[src/rtl/uarttx_pkg.sv]
package uarttx_pkg;

    localparam int unsigned TICKS_PER_BIT  = 16;
    localparam int unsigned BITS_PER_FRAME = 10;
    localparam int unsigned TICK_W         = $clog2(TICKS_PER_BIT);
    localparam int unsigned BIT_W          = $clog2(BITS_PER_FRAME);

    typedef enum logic [2:0] {
        THR_EIGHTH   = 3'd0,
        THR_QUARTER  = 3'd1,
        THR_HALF     = 3'd2,
        THR_3QUARTER = 3'd3,
        THR_7EIGHTH  = 3'd4,
        THR_EMPTY    = 3'd5
    } thr_code_e;

    typedef struct packed {
        logic               busy;
        logic [BIT_W-1:0]   bit_idx;
        logic [TICK_W-1:0]  tick_cnt;
        logic [7:0]         data;
    } shift_state_t;

    typedef struct packed {
        logic txe;
        logic fifo_nf;
        logic thr_hit;
        logic tx_done;
        logic ovf_err;
    } tx_flags_t;

    function automatic int unsigned thr_level(input logic [2:0] code, input int unsigned depth);
        case (code)
            THR_EIGHTH:   return depth / 8;
            THR_QUARTER:  return depth / 4;
            THR_HALF:     return depth / 2;
            THR_3QUARTER: return (3 * depth) / 4;
            THR_7EIGHTH:  return (7 * depth) / 8;
            default:      return 0;
        endcase
    endfunction

endpackage

[src/rtl/uarttx_baud.sv]
module uarttx_baud #(
    parameter int unsigned BAUD_DIV = 2
) (
    input  logic clk,
    input  logic rst,
    input  logic run,
    input  logic restart,
    output logic tick
);
    localparam int unsigned CW = (BAUD_DIV > 1) ? $clog2(BAUD_DIV) : 1;
    localparam logic [CW-1:0] LAST = CW'(BAUD_DIV - 1);

    logic [CW-1:0] cnt;

    always_ff @(posedge clk) begin
        if (rst || restart || !run) begin
            cnt <= '0;
        end else if (cnt == LAST) begin
            cnt <= '0;
        end else begin
            cnt <= cnt + 1'b1;
        end
    end

    assign tick = run && (cnt == LAST);

endmodule

[src/rtl/uarttx_store.sv]
module uarttx_store #(
    parameter int unsigned DEPTH = 8,
    parameter int unsigned W     = 8
) (
    input  logic                         clk,
    input  logic                         rst,
    input  logic                         push,
    input  logic                         pop,
    input  logic [W-1:0]                 din,
    output logic [W-1:0]                 head,
    output logic [$clog2(DEPTH+1)-1:0]   count
);
    localparam int unsigned PW = $clog2(DEPTH);
    localparam int unsigned CW = $clog2(DEPTH+1);
    localparam logic [PW-1:0] PLAST = PW'(DEPTH - 1);

    logic [W-1:0]  mem [DEPTH];
    logic [PW-1:0] wp, rp;

    genvar gi;
    generate
        for (gi = 0; gi < DEPTH; gi++) begin : g_slot
            always_ff @(posedge clk) begin
                if (push && (wp == PW'(gi))) begin
                    mem[gi] <= din;
                end
            end
        end
    endgenerate

    always_ff @(posedge clk) begin
        if (rst) begin
            wp    <= '0;
            rp    <= '0;
            count <= '0;
        end else begin
            if (push) begin
                wp <= (wp == PLAST) ? '0 : wp + 1'b1;
            end
            if (pop) begin
                rp <= (rp == PLAST) ? '0 : rp + 1'b1;
            end
            count <= count + CW'(push) - CW'(pop);
        end
    end

    assign head = mem[rp];

endmodule

[src/rtl/uarttx_shift.sv]
module uarttx_shift
    import uarttx_pkg::*;
(
    input  logic       clk,
    input  logic       rst,
    input  logic       load,
    input  logic [7:0] load_data,
    input  logic       tick,
    output logic       busy,
    output logic       frame_end,
    output logic       txd
);
    localparam logic [TICK_W-1:0] TICK_LAST = TICK_W'(TICKS_PER_BIT - 1);
    localparam logic [BIT_W-1:0]  BIT_STOP  = BIT_W'(BITS_PER_FRAME - 1);

    shift_state_t st;

    assign busy      = st.busy;
    assign frame_end = st.busy && tick && (st.tick_cnt == TICK_LAST) && (st.bit_idx == BIT_STOP);

    always_ff @(posedge clk) begin
        if (rst) begin
            st <= '0;
        end else if (load) begin
            st.busy     <= 1'b1;
            st.bit_idx  <= '0;
            st.tick_cnt <= '0;
            st.data     <= load_data;
        end else if (frame_end) begin
            st.busy <= 1'b0;
        end else if (st.busy && tick) begin
            st.tick_cnt <= st.tick_cnt + 1'b1;
            if (st.tick_cnt == TICK_LAST) begin
                st.bit_idx <= st.bit_idx + 1'b1;
            end
        end
    end

    always_comb begin
        if (!st.busy) begin
            txd = 1'b1;
        end else if (st.bit_idx == '0) begin
            txd = 1'b0;
        end else if (st.bit_idx == BIT_STOP) begin
            txd = 1'b1;
        end else begin
            txd = st.data[3'(st.bit_idx[2:0] - 3'd1)];
        end
    end

endmodule

[src/rtl/uarttx_flag_ctrl.sv]
module uarttx_flag_ctrl
    import uarttx_pkg::*;
#(
    parameter int unsigned FIFO_DEPTH = 8,
    parameter int unsigned BAUD_DIV   = 2
) (
    input  logic       clk,
    input  logic       rst,
    input  logic       wr_en,
    input  logic [7:0] wr_data,
    input  logic       fifo_mode,
    input  logic [2:0] thr_sel,
    input  logic       ie_room,
    input  logic       ie_thr,
    input  logic       ie_done,
    input  logic       done_clr,
    output logic       txd,
    output logic       txe,
    output logic       fifo_nf,
    output logic       thr_hit,
    output logic       tx_done,
    output logic       ovf_err,
    output logic       irq
);
    localparam int unsigned CW = $clog2(FIFO_DEPTH + 1);
    localparam logic [CW-1:0] FULL_CNT = CW'(FIFO_DEPTH);

    logic [CW-1:0] fill_cnt;
    logic [7:0]    head_byte;
    logic          sh_busy, sh_end, baud_tick;
    logic          cap_full, bypass, do_push, do_pop, reject, load;
    logic [7:0]    load_byte;
    tx_flags_t     flags;
    logic          done_q, ovf_q;

    // Storage capacity depends on mode; fullness is judged before any pop.
    assign cap_full  = fifo_mode ? (fill_cnt == FULL_CNT) : (fill_cnt != '0);
    assign bypass    = wr_en && (fill_cnt == '0) && (!sh_busy || sh_end);
    assign do_push   = wr_en && !bypass && !cap_full;
    assign reject    = wr_en && !bypass && cap_full;
    assign do_pop    = sh_end && (fill_cnt != '0);
    assign load      = bypass || do_pop;
    assign load_byte = bypass ? wr_data : head_byte;

    uarttx_store #(.DEPTH(FIFO_DEPTH), .W(8)) store_i (
        .clk   (clk),
        .rst   (rst),
        .push  (do_push),
        .pop   (do_pop),
        .din   (wr_data),
        .head  (head_byte),
        .count (fill_cnt)
    );

    uarttx_baud #(.BAUD_DIV(BAUD_DIV)) baud_i (
        .clk     (clk),
        .rst     (rst),
        .run     (sh_busy),
        .restart (load),
        .tick    (baud_tick)
    );

    uarttx_shift shift_i (
        .clk       (clk),
        .rst       (rst),
        .load      (load),
        .load_data (load_byte),
        .tick      (baud_tick),
        .busy      (sh_busy),
        .frame_end (sh_end),
        .txd       (txd)
    );

    always_ff @(posedge clk) begin
        if (rst) begin
            done_q <= 1'b0;
            ovf_q  <= 1'b0;
        end else begin
            if (wr_en || done_clr) begin
                done_q <= 1'b0;
            end else if (sh_end && (fill_cnt == '0)) begin
                done_q <= 1'b1;
            end
            if (reject) begin
                ovf_q <= 1'b1;
            end
        end
    end

    always_comb begin
        flags.txe     = (fill_cnt == '0);
        flags.fifo_nf = fifo_mode && (fill_cnt != FULL_CNT);
        flags.thr_hit = fifo_mode && (32'(fill_cnt) <= thr_level(thr_sel, FIFO_DEPTH));
        flags.tx_done = done_q;
        flags.ovf_err = ovf_q;
    end

    assign txe     = flags.txe;
    assign fifo_nf = flags.fifo_nf;
    assign thr_hit = flags.thr_hit;
    assign tx_done = flags.tx_done;
    assign ovf_err = flags.ovf_err;
    assign irq     = (ie_room && (fifo_mode ? flags.fifo_nf : flags.txe))
                   || (ie_thr && flags.thr_hit)
                   || (ie_done && flags.tx_done);

endmodule

[config.mk]
export PLATFORM = sky130hd
export DESIGN_NAME = uarttx_flag_ctrl
export DESIGN_NICKNAME = d
export VERILOG_FILES = /design/src/rtl/uarttx_pkg.sv /design/src/rtl/uarttx_baud.sv /design/src/rtl/uarttx_store.sv /design/src/rtl/uarttx_shift.sv /design/src/rtl/uarttx_flag_ctrl.sv
export SDC_FILE = /design/constraint.sdc
export NUM_CORES = 1
export LEC_CHECK = 0
export BUFFER_PORTS_ARGS = -buffer_cell sky130_fd_sc_hd__clkbuf_2
export CAP_MARGIN = 20
export CORE_UTILIZATION = 55
export CTS_CLUSTER_SIZE = 28
export DETAILED_ROUTE_END_ITERATION = 8
export PLACE_DENSITY = 0.79
export SLEW_MARGIN = 20
export SYNTH_ARGS = -nofsm -noshare
export SYNTH_HDL_FRONTEND = slang
export SYNTH_SLANG_ARGS = --single-unit
[constraint.sdc]
create_clock -name clk -period 3.5 [get_ports clk]
set_clock_uncertainty 0.2 [all_clocks]
set_input_delay 0.7 -clock clk [delete_from_list [all_inputs] [get_ports clk]]
set_output_delay 0.7 -clock clk [all_outputs]
set_load 0.02 [all_outputs]
* Yosys cells after proc, flatten, opt, wreduce, memory -nomap -nowiden *
Memory sizes are Yosys's and may differ from the RTL's. A register that Yosys moved wholly into a read port is not among the register bits.
Index checks and enable logic that the tools add are counted.

word-level totals
  memories kept = 1
  register bits = 30
  output and inout bits = 7
  memory bits (writable) = 64
  input port bits = 19
  logic and storage cells = 145
  latch bits = 0
  bits in read-only memories = 0

memories
  memory       depth  bits a word  rd ports  clocked after Yosys merged registers in  wr ports  line                text
  store_i.mem  8      8            1         1                                        1         uarttx_store.sv:17  logic [W-1:0] mem [DEPTH];

operators by class
  divide/modulo/power cells = 0
  reduce and logical (&&, ||, !) cells = 52
  equal/unequal tests = 16
  shift operators = 0
  multiplexer cells = 55
  $mul = 0
  magnitude comparators = 2
  bitwise logic cells = 1
  add/sub/neg operators = 8

operators by type and width
  kind                 count
  $mux 8               10
  $reduce_or 8->1      7
  $mux 3               11
  $le 4x32->1          1
  $mux 1               30
  $logic_and 1x1->1    24
  $eq 3x3->1 const B   6
  $pmux 3 s5           1
  $eq 3x2->1 const B   4
  $eq 4x4->1 const B   3
  $mux 9               1
  $add 4x1->4 const B  2
  $logic_not 4->1      2
  $logic_or 1x1->1     7
  $add 3x1->3 const B  2
  $eq 3x1->1 const B   2
  $logic_not 3->1      2
  $reduce_or 2->1      3
  $add 4x1->4          1
  $lt 3x4->1 const B   1
  $mux 4               1
  $ne 4x4->1 const B   1
  $reduce_bool 4->1    1
  $sub 4x1->4          1
  8 further kinds      10

* Depth between registers and ports, before layout *
  depth after elaboration = 20
  gate-level depth with buffers = 14

* Modules after synthesis *
Synthesis repeated with hierarchy kept, for this count alone.

unflattened totals
  cell total of the unflattened synthesis = 305
  area total of the unflattened synthesis = 4493.1 µm²

by module, submodules not included
  module            sequential area each (µm²)  cells an instance  area each (µm²)  instances
  uarttx_store      2182.1                      164                3149.3           1
  uarttx_shift      340.3                       95                 922.1            1
  uarttx_flag_ctrl  40.0                        43                 380.4            1
  uarttx_baud       20.0                        3                  41.3             1

* Least setup slack after synthesis *
Ideal clock, no wire load.

  path type = input-to-output
  start = in thr_sel[1]
  end = out irq
  arrival time = 2289 ps
  stages on the path = 7
  slack = 311 ps
  data required time = 2600 ps
  path buffers = 0
  cell sequence = nor2_1 -> mux2i_1 -> ha_1 -> nor2b_1 -> o21ai_0 -> a32oi_1 -> o41ai_1

on the way
  cells in the longest elaborated chain, start to end = 7

ends and longest elaborated chain
  what                                line                     text
  start: declaration                  uarttx_flag_ctrl.sv:12   input logic [2:0] thr_sel,
  $eq 3x3->1 (tied with other cells)  uarttx_pkg.sv:33         case (code)
  $pmux 3 s5 (*)                      uarttx_pkg.sv:33
  $le 4x32->1 (*)                     uarttx_flag_ctrl.sv:93   flags.thr_hit = fifo_mode && (32'(fill_cnt) <= thr_level(thr_sel, FIFO_DEPTH));
  $logic_and 1x1->1 (*)               uarttx_flag_ctrl.sv:93
  $logic_and 1x1->1 (*)               uarttx_flag_ctrl.sv:104  || (ie_thr && flags.thr_hit)
  $logic_or 1x1->1 (*)                uarttx_flag_ctrl.sv:104
  $logic_or 1x1->1 (*)                uarttx_flag_ctrl.sv:105  || (ie_done && flags.tx_done);
  end: declaration                    uarttx_flag_ctrl.sv:23   output logic irq

Mark *: on every way between the ends. The rest lies on a longest branch, timed or not.

* Worst setup path after layout *
  start = reg shift_i.st[12] in the netlist's numbering
  end = out txd

on the way
  cells in the longest elaborated chain, start to end = 6

ends and longest elaborated chain
  what                          line                    text
  start: declaration            uarttx_shift.sv:16      shift_state_t st;
  $sub 3x1->3                   uarttx_shift.sv:47      txd = st.data[3'(st.bit_idx[2:0] - 3'd1)];
  $bmux 1 s3                    uarttx_shift.sv:47
  $mux 1 (not written as such)  uarttx_shift.sv:47
  $mux 1                        uarttx_shift.sv:44      end else if (st.bit_idx == BIT_STOP) begin
  $mux 1 (*)                    uarttx_shift.sv:42      end else if (st.bit_idx == '0) begin
  $mux 1 (*)                    uarttx_shift.sv:40      if (!st.busy) begin
  end: declaration              uarttx_flag_ctrl.sv:17  output logic txd,

Mark *: on every way between the ends. The rest lies on a longest branch, timed or not. The select of a mux whose other input is x is not followed.

==> metrics.md <==
| Metric | Value |
|---|---|
| Avg Inst Size Synth | `14.39 µm²` |
| Largest net degree at the start of global routing | `26` |
| Internal | `1899 µW` |
| Placed Area | `approximately 4600 µm²` |
| Final nets | `around 380` |
| Starting DRC count in detailed routing | `approximately 160` |
| Async set or reset register ratio after synthesis | `0` |
| Sink Count | `97` |
| Final Hold Viols | `0` |
| CTS Buffer Depth | `2` |
| Slowest stage delay, CP | `0.51 ns` |
| Synth cell types | `52` |
| Core box area | `7767 µm²` |
| Post-synth EDFFs | `between 60 and 70` |
| Busiest grt layer | `met2` |
| Row count | `32` |
| TritonCTS clock tree | `built` |
| Switching Share | `0.2993` |
| CTS Buf Count | `9` |
| Sequential Power Share | `0.512` |
| Detailed Route WL | `7936 µm` |
| NetSw | `approximately 810 µW` |
| Die width | `91.78 µm` |
| Power Density | `565.9 nW/µm²` |
| GP Congestion | `0.7405` |
| Worst-Margin Slew | `0.6969 ns` |
| Cells after synthesis | `308` |
| First-pass iteration count of the detailed router | `4` |
| Avg Vias per Cell | `5.895` |
| GRT met2 Usage | `0.3490` |
| Io pins | `26` |
| Post-route antenna net violation count | `0` |
| Layout area overhead | `8.044%` |
| Yosys top cell by area | `edfxtp_1` |
| Final Cycle Share | `0.9213` |
| RSZ-0062 raised after global routing | `false` |
| Maxcap violations | `0` |
| CP max-delay cell | `mux4_2` |
| GR Layer Usage met1 | `0.2684` |
| Gate power share | `0.224` |
| CP startpoint kind | `flip-flop` |
| Mapped Nets | `350` |
| Initial core utilization | `0.5707` |
| Die area | `8423 µm²` |
| Hold Crit Endpoint | `ovf_err` |
| Slew headroom | `0.5348` |
| CTS H-tree lvls | `3` |
| Final Setup Violations | `0` |
| R2R depth | `11` |
| Overflow after GRT | `0` |
| Crit path required time | `about 2.6 ns` |
| GRT Total Usage | `0.2066` |
| Clock power frac | `0.265` |
| Hold Path Class | `flip-flop to flip-flop` |
| Hold path cells | `2` |
| Arrival @ worst endpoint | `2.32 ns` |
| Critical-path cell list | `inv_1, ha_1, mux4_2, mux2i_1, a31oi_1, clkbuf_2` |
| Hold buffer count at CTS | `0` |
| First-pass GRT wire length | `12960 µm` |
| Reg2Reg Capture Point | `store_i.count[2]` |
| Register area share after synthesis | `0.5826` |
| Ant diodes | `0` |
| Initial antenna violation count | `0` |
| Family with the most delay on the worst path | `multiplexers` |
| Dpl hpwl | `5397 µm` |
| Worst-Skew Late Latency | `0.37 ns` |
| Warnings from Yosys | `0` |
| Final instance area | `4790 µm²` |
| Port bufs | `25` |
| Area occupied by multi-input gates | `1664 µm²` |
| VDD IR max | `between 400 and 500 µV` |
| Max-slew violation count | `0` |
| Top FF cell, synth | `edfxtp_1` |
| Clk pin slew, worst setup/hold paths | `around 0.08 ns` |
| Hold Crit Start | `ovf_err` |
| DRC | `0` |
| Vias | `2594` |
| Synth top area share | `0.4335` |
| Sum Neg Setup Slack | `0 ns` |
| CP Buf/Inv Count | `2` |
| R2r setup slk | `0.50 ns` |
| CP endpoint kind | `output port` |
| Post-synthesis cell area | `4433 µm²` |
| Clock root buffer | `clkbuf_8` |
| Layout cells sized above 1 | `0.1775` |
| Global-route track usage on met3 | `0.02902` |
| Synth area leaders | `edfxtp_1 43%, dfxtp_1 15%, mux4_1 8.3%, ha_1 6.2%, mux2_2 2.0%` |
| Post_cts resized | `0` |
| Die Y | `91.78 µm` |
| WL/cell | `18.04 µm` |
| Fin crit period | `3.225 ns` |
| FF+latch count, synth | `97` |
| Register area | `2582 µm²` |
| Outcome | `finished clean` |
| Crit path max fanout | `6` |
| Pleak | `0.001731 µW` |
| Critical setup path kind | `flip-flop to output port` |
| R2R Path Start | `store_i.count[2]` |
| Max Freq | `0.3101 GHz` |
| Vias in the first global route | `~2.6k` |
| Fill cells | `roughly 610` |
| Setup Buffers After CTS | `0` |
[power groups by stage]
stage                     Clock (µW)  Sequential [µW]  Combinational [µW]
after floorplan                    0             1390                 470
after CTS                        724             1390                 610
after global routing             770             1400                 672
after global placement             0             1410                 576
after detailed placement           0             1410                 607
final                            717             1390                 607
[worst max-delay path by stage]
stage	start	to	cells past startpoint
global route	shift_i.st[12]	txd	6
floorplan	thr_sel[1]	irq	7
detailed placement	thr_sel[1]	irq	9
CTS	shift_i.st[12]	txd	6
global placement	thr_sel[1]	irq	9
finish	shift_i.st[12]	txd	6
[synth_stat cells, types with 3 or more instances]
| library cell | instances |
|---|---|
| xnor2_1 | 6 |
| nor2_1 | 11 |
| mux4_2 | 4 |
| edfxtp_1 | 64 |
| inv_1 | 20 |
| dfxtp_1 | 33 |
| mux4_1 | 14 |
| buf_6 | 4 |
| a31oi_1 | 4 |
| clkbuf_1 | 3 |
| ha_1 | 22 |
| buf_2 | 3 |
| o2111ai_1 | 3 |
| a311oi_1 | 8 |
| mux2_2 | 8 |
| nor2b_1 | 3 |
| mux2i_1 | 6 |
| nand2_1 | 22 |
| nand3_1 | 5 |
| and3_1 | 6 |
| nor3_1 | 14 |
| a21oi_1 | 7 |
[layout by cell type (no fill, tap or decap), types with 7 or more instances in the layout]
cell type / instances
nor3_1: 14
mux4_1: 14
clkbuf_8: 9
dfxtp_1: 33
edfxtp_1: 64
ha_1: 22
a311oi_1: 8
inv_1: 20
clkbuf_2: 25
nand2_1: 22
nor2_1: 11
a21oi_1: 7
mux2_2: 8
[state kept, by name, indices dropped and copies added, names as in the netlist, named ones only]
signal         count
store_i.mem       64
shift_i.st        16
store_i.count      4
store_i.rp         3
store_i.wp         3
baud_i.cnt         1
ovf_err            1
shift_i.busy       1
tx_done            1
[logic make-up (layout without fill, tap and decap cells)]
| group | count (synthesis) | after routing | share of synthesized area |
|---|---|---|---|
| AND/OR/NAND/NOR | 77 | 77 | 0.09060 |
| AO/OA/AOI/OAI | 37 | 37 | 0.06520 |
| adder cells (fa/ha/maj) | 23 | 23 | 0.06661 |
| multiplexers | 32 | 32 | 0.1372 |
| buffers and inverters | 34 | 64 | 0.04205 |
| flip-flops | 97 | 97 | 0.5826 |
| XOR/XNOR | 8 | 8 | 0.01581 |
[worst min-delay path: cells and delay by family (launching register included)]
family	cells	cell delay, ns
AO/OA/AOI/OAI	1	0.05
buffers and inverters	1	0.05
flip-flops	1	0.31
[metal layers]
layer,part of all wire,vias to the layer above
met5,0,-
li1,-,1231
met1,0.44,1292
met2,0.50,56
met4,0.017,0
met3,0.043,15
[final cells by class]
| cell class | count | share of cell area |
|---|---|---|
| Timing Repair Buffer | 28 | 0.03083 |
| Inverter | 20 | 0.01567 |
| Clock inverter | 5 | 0.01280 |
| Clock buffer | 11 | 0.02743 |
| Multi-Input combinational cell | 177 | 0.3474 |
| Sequential cell | 97 | 0.5392 |
| Tap cell | 102 | 0.02665 |
[stage by stage]
step	instances	worst slack [ns]	hold slack [ns]	utilization	power, µW
after floorplan	308	0.3114	0.2541	-	1865
after global placement	424	0.4477	0.2429	0.5918	1982
after detailed placement	424	0.3870	0.2415	0.5918	2017
after CTS	440	0.2498	0.2539	0.6166	2719
after global routing	440	0.1446	0.2886	0.6166	2838
final	440	0.2753	0.2498	0.6166	2710
Power figures use the tool's default switching activity.
